<file path="config.mk">
export PLATFORM = sky130hd
export DESIGN_NAME = chr_nt_addr_gen
export DESIGN_NICKNAME = d
export VERILOG_FILES = /design/src/rtl/chr_map_pkg.sv /design/src/rtl/chr_pat_map.sv /design/src/rtl/chr_nt_map.sv /design/src/rtl/chr_nt_addr_gen.sv
export SDC_FILE = /design/constraint.sdc
export NUM_CORES = 1
export LEC_CHECK = 0
export ABC_AREA = 0
export BUFFER_PORTS_ARGS = -buffer_cell sky130_fd_sc_hd__buf_2
export CORE_UTILIZATION = 43
export DETAILED_ROUTE_END_ITERATION = 8
export GPL_ROUTABILITY_DRIVEN = 0
export GPL_TIMING_DRIVEN = 0
export PLACE_DENSITY = 0.92
export SLEW_MARGIN = 20
export SYNTH_ARGS = -nofsm -noshare
export SYNTH_HDL_FRONTEND = slang
export SYNTH_SLANG_ARGS = --single-unit
</file>
<file path="constraint.sdc">
create_clock -name vclk -period 2.26
set_input_delay 0.452 -clock vclk [all_inputs]
set_output_delay 0.452 -clock vclk [all_outputs]
set_load 0.05 [all_outputs]
</file>
<file path="src/rtl/chr_map_pkg.sv">
package chr_map_pkg;

   localparam int NSEL = 8;

   typedef enum logic [1:0] {
      MAP_FINE      = 2'd0,
      MAP_WIDE      = 2'd1,
      MAP_SPLIT     = 2'd2,
      MAP_SPLIT_MIR = 2'd3
   } map_mode_e;

   // bit-0 selection by mirroring field under the mode-0 table
   function automatic logic mir_a10(input logic [1:0] m, input logic a10, input logic a11);
      logic r;
      case (m)
         2'd0:    r = a10;
         2'd1:    r = a11;
         2'd2:    r = 1'b0;
         default: r = 1'b1;
      endcase
      return r;
   endfunction

endpackage

</file>
<file path="src/rtl/chr_pat_map.sv">
module chr_pat_map
   import chr_map_pkg::*;
#(
   parameter int BANK_W = 8
) (
   input  logic [2:0]                  slot,
   input  logic [NSEL-1:0][BANK_W-1:0] sel,
   input  map_mode_e                   mode,
   input  logic                        a10_rule,
   output logic [BANK_W-1:0]           bank
);

   logic [2:0]        idx;
   logic              wide;
   logic [BANK_W-1:0] raw;

   always_comb begin
      unique case (mode)
         MAP_FINE: begin
            idx  = slot;
            wide = 1'b0;
         end
         MAP_WIDE: begin
            idx  = {1'b0, slot[2:1]};
            wide = 1'b1;
         end
         default: begin
            if (!slot[2]) begin
               idx  = {1'b0, slot[1:0]};
               wide = 1'b0;
            end else begin
               idx  = {2'b10, slot[1]};
               wide = 1'b1;
            end
         end
      endcase
      raw  = sel[idx];
      bank = raw;
      if (wide && a10_rule) bank[0] = slot[0];
   end

   always_comb begin

      if (mode == MAP_WIDE)
         wide_upper_chk: assert (bank[BANK_W-1:1] == sel[{1'b0, slot[2:1]}][BANK_W-1:1]);

      if (wide && !a10_rule)
         wide_latched_chk: assert (bank[0] == raw[0]);
   end

endmodule

</file>
<file path="src/rtl/chr_nt_map.sv">
module chr_nt_map
   import chr_map_pkg::*;
#(
   parameter int BANK_W = 8
) (
   input  logic                   a10,
   input  logic                   a11,
   input  logic [3:0][BANK_W-1:0] sel_hi,
   input  map_mode_e              mode,
   input  logic [1:0]             mir,
   input  logic                   a10_rule,
   output logic [BANK_W-1:0]      bank
);

   logic pick;

   always_comb begin
      pick = 1'b0;
      unique case (mode)
         MAP_FINE: begin
            pick = mir[0] ? a10 : a11;
            bank = sel_hi[{1'b1, pick}];
            if (a10_rule) bank[0] = mir_a10(mir, a10, a11);
         end
         MAP_WIDE: begin
            bank = sel_hi[{a11, a10}];
         end
         MAP_SPLIT: begin
            pick = mir[0] ? a11 : a10;
            bank = sel_hi[{1'b1, pick}];
         end
         default: begin
            pick = mir[0] ? a11 : a10;
            bank = sel_hi[{1'b1, pick}];
            if (a10_rule) bank[0] = mir_a10(mir ^ 2'b01, a10, a11);
         end
      endcase
   end

   always_comb begin

      if (mode == MAP_SPLIT)
         split_src_chk: assert (bank == sel_hi[2] || bank == sel_hi[3]);

      if (mode == MAP_WIDE)
         wide_nt_chk: assert (bank == sel_hi[{a11, a10}]);
   end

endmodule

</file>
<file path="src/rtl/chr_nt_addr_gen.sv">
module chr_nt_addr_gen
   import chr_map_pkg::*;
#(
   parameter int BANK_W = 8
) (
   input  logic [3:0]             ppu_addr_hi,
   input  logic [NSEL*BANK_W-1:0] chr_sel,
   input  logic [5:0]             style,
   output logic [BANK_W-1:0]      chr_bank_addr,
   output logic                   chr_rom_ce,
   output logic                   ciram_ce,
   output logic                   ciram_a10
);

   generate
      if (BANK_W < 2) begin : g_bad_width
         $error("BANK_W must be at least 2");
      end
   endgenerate

   logic [NSEL-1:0][BANK_W-1:0] sel_arr;
   logic [BANK_W-1:0]           pat_bank;
   logic [BANK_W-1:0]           nt_bank;
   logic                        in_nt;
   map_mode_e                   mode;

   generate
      for (genvar g = 0; g < NSEL; g++) begin : g_unpack
         assign sel_arr[g] = chr_sel[g*BANK_W +: BANK_W];
      end
   endgenerate

   assign mode  = map_mode_e'(style[1:0]);
   assign in_nt = ppu_addr_hi[3];

   chr_pat_map #(.BANK_W(BANK_W)) u_pat (
      .slot     (ppu_addr_hi[2:0]),
      .sel      (sel_arr),
      .mode     (mode),
      .a10_rule (style[5]),
      .bank     (pat_bank)
   );

   chr_nt_map #(.BANK_W(BANK_W)) u_nt (
      .a10      (ppu_addr_hi[0]),
      .a11      (ppu_addr_hi[1]),
      .sel_hi   (sel_arr[7:4]),
      .mode     (mode),
      .mir      (style[3:2]),
      .a10_rule (style[5]),
      .bank     (nt_bank)
   );

   assign chr_bank_addr = in_nt ? nt_bank : pat_bank;
   assign chr_rom_ce    = !in_nt || style[4];
   assign ciram_ce      = in_nt && !style[4];
   assign ciram_a10     = nt_bank[0];

   always_comb begin

      ce_excl_chk: assert ($countones({chr_rom_ce, ciram_ce}) == 1);

      if (ciram_ce)
         ciram_a10_chk: assert (ciram_a10 == chr_bank_addr[0]);

      if (!in_nt && mode == MAP_FINE)
         fine_pat_chk: assert (chr_bank_addr == sel_arr[ppu_addr_hi[2:0]]);
   end

endmodule

</file>
==> metrics <==
syn nets=around 250; Layout fillers=201; CTS hold repair buffers=0; DP Wirelength=3.498 mm; post-synthesis compound-gate area fraction=around 27%; crit-path cells=buf_6 > buf_6 > mux2i_4 > a22o_4 > buf_12 > buf_16 > mux2i_1 > o22ai_1 > a211o_4 > buf_8; Sequential Area=0 um^2; power per cell area=293.9 mW/mm^2; DRC=0; Hold Vio Cnt, Final=0; total power=between 700 and 800 uW; main combinational cell family by area after synthesis=multiplexers; Die X-Extent=60.72 um; share of cells above drive strength 1=64.21%; core box area=around 0.0032 mm^2; failing checks=setup timing; met2 WL=3.199 mm; Final Critical Period=2.631 ns; final non-filler cell total=315; final sequential cell count=0; number of global-route vias before repair=1935; Routed met1 length=2.306 mm; post-synthesis simple-gate area fraction=11.14%; Hold WC Path Type=in -> out; setup TNS=-2.501 ns; largest net degree at the start of global routing=11; crit-path max FO=6; slack of the critical path=-0.3711 ns; warnings from Yosys=0; Global Route Usage Sum=32.74%; Synth Area per Inst=8.620 um^2; met3 wire length=between 400 and 500 um; Crit path max-delay family=compound AO/OA/AOI/OAI gates; Layout area overhead=75.44%; Detail Route Antenna Nets=0; CP most frequent cell=buf_6; final WL=6.151 mm; sequential fraction of the synthesis area=0%; I/O pin count=85; XOR/XNOR share of the synthesized area=0%; ANT cells=0; synthesized instance count=172; final design utilization=82.50%; Layout Nets=347; Post-Syn Area=between 0.001 and 0.0015 mm^2; Setup-failing EPs final=9; vias per cell=6.178; Slew @ Worst Pin=between 0.7 and 0.8 ns; Congestion Overflow GR=0; port bufs=between 80 and 90; Site Rows=20; FMAX=0.3801 GHz; kind of critical path=in -> out; most frequent cells in the layout=buf_2 (73), mux2i_1 (27), mux2_4 (18), buf_4 (14), nand2_1 (12); post-synthesis mux area share=54.09%; max_slew headroom=roughly 51%; critical path launch point=style[0]; initial antenna violation count=0; leakage power=between 0.001 and 0.0015 uW; first-pass GRT wire length=around 9.0 mm; most common cell after layout, fill and taps aside=buf_2; crit start category=input pin; Slew Limit Fails=0; Die ar.=between 0.003 and 0.004 mm^2; clock buf count=0; min-delay src=style[5]; Max Cap Viol=0; Die Span Y=60.72 um; RSZ-0062 raised after global routing=yes; Adder-Cell Fraction of Synth Area=0%; Crit path largest cell delay=0.33 ns; DR vias=1946; CP arrival=between 2 and 2.5 ns; final worst path period share=116.4%; Crit path buffers/inverters=5; highest routed layer=met4; CP required=1.81 ns; WL per Instance=a little under 20 um; Yosys cell types=a little over 40; status=complete, but fails checks; Worst Setup End Kind=output port; Slowest cell on crit path=a211o_4; 1st-pass router iterations=4; Worst VDD drop=0.0001730 V; placed cells=~300; Starting Density=~47%; Detailed Route Iter0 Violations=approximately 160
## path summary, 6_finish.rpt
kind	cells past startpoint	endpoint	slack, ns
setup / recovery	10	chr_bank_addr[4]	-0.37
hold / removal	3	ciram_a10	1.30
## report_power, final
part           total [uW]  internal [uW]  switching, uW
Combinational         764            397            367
Sequential              0              0              0
Clock                   0              0              0
## kinds of logic (layout without fill, tap and decap cells)
logic type	count (synthesis)	after routing
mux	64	64
compound gates	56	56
simple gates	32	32
buf+inv	20	119
## routing by layer
metal  global-route usage [%]  vias to the layer above
met2                    59.34                      118
met5                        0                        -
met3                    3.838                       22
li1                         -                      888
met4                    13.64                        0
met1                    38.96                      918
## synthesized netlist by cell type (3+ instances only)
library cell / n / share of area [%]
a211o_1: 7 / 4.1
a211oi_1: 3 / 1.5
a21oi_1: 6 / 2.0
buf_2: 8 / 2.7
clkbuf_1: 4 / 1.0
inv_1: 3 / 0.76
mux2_2: 24 / 18
mux2i_1: 30 / 20
mux4_1: 4 / 7.1
mux4_2: 4 / 6.1
nand2_1: 13 / 3.3
nand2b_1: 4 / 1.7
nor2_1: 3 / 0.76
nor2b_1: 4 / 1.7
nor3_1: 3 / 1.0
o21ai_0: 9 / 3.0
o21ai_1: 3 / 1.0
o22ai_1: 7 / 3.0
o2bb2ai_1: 7 / 4.1
## timing repair
action,4_1_cts,5_1_grt
cloned,2,0
gates resized for setup,67,18
setup buffers,14,2
pin swaps,12,8
endpoints found under the setup margin,9,9
## per-stage QoR
stage / setup slack [ns] / hold slack (ns) / cell area, um^2
after detailed placement: -0.5517 / 1.309 / 2111
final: -0.3711 / 1.296 / 2601
after global routing: -0.3628 / 1.309 / 2601
after CTS: -0.2759 / 1.288 / 2519
after floorplan: -0.2348 / 1.066 / 1645
after global placement: -0.5468 / 1.303 / 2111
## area by class of cell
cell class,instances,area [um^2],share of cell area (%)
plain buffers,16,185.2,7.119
inverters,3,11.26,0.4329
multi-input cells,152,1658,63.73
well taps,44,55.05,2.116
repair buffers,100,691.9,26.60
Power figures use the tool's default switching activity.
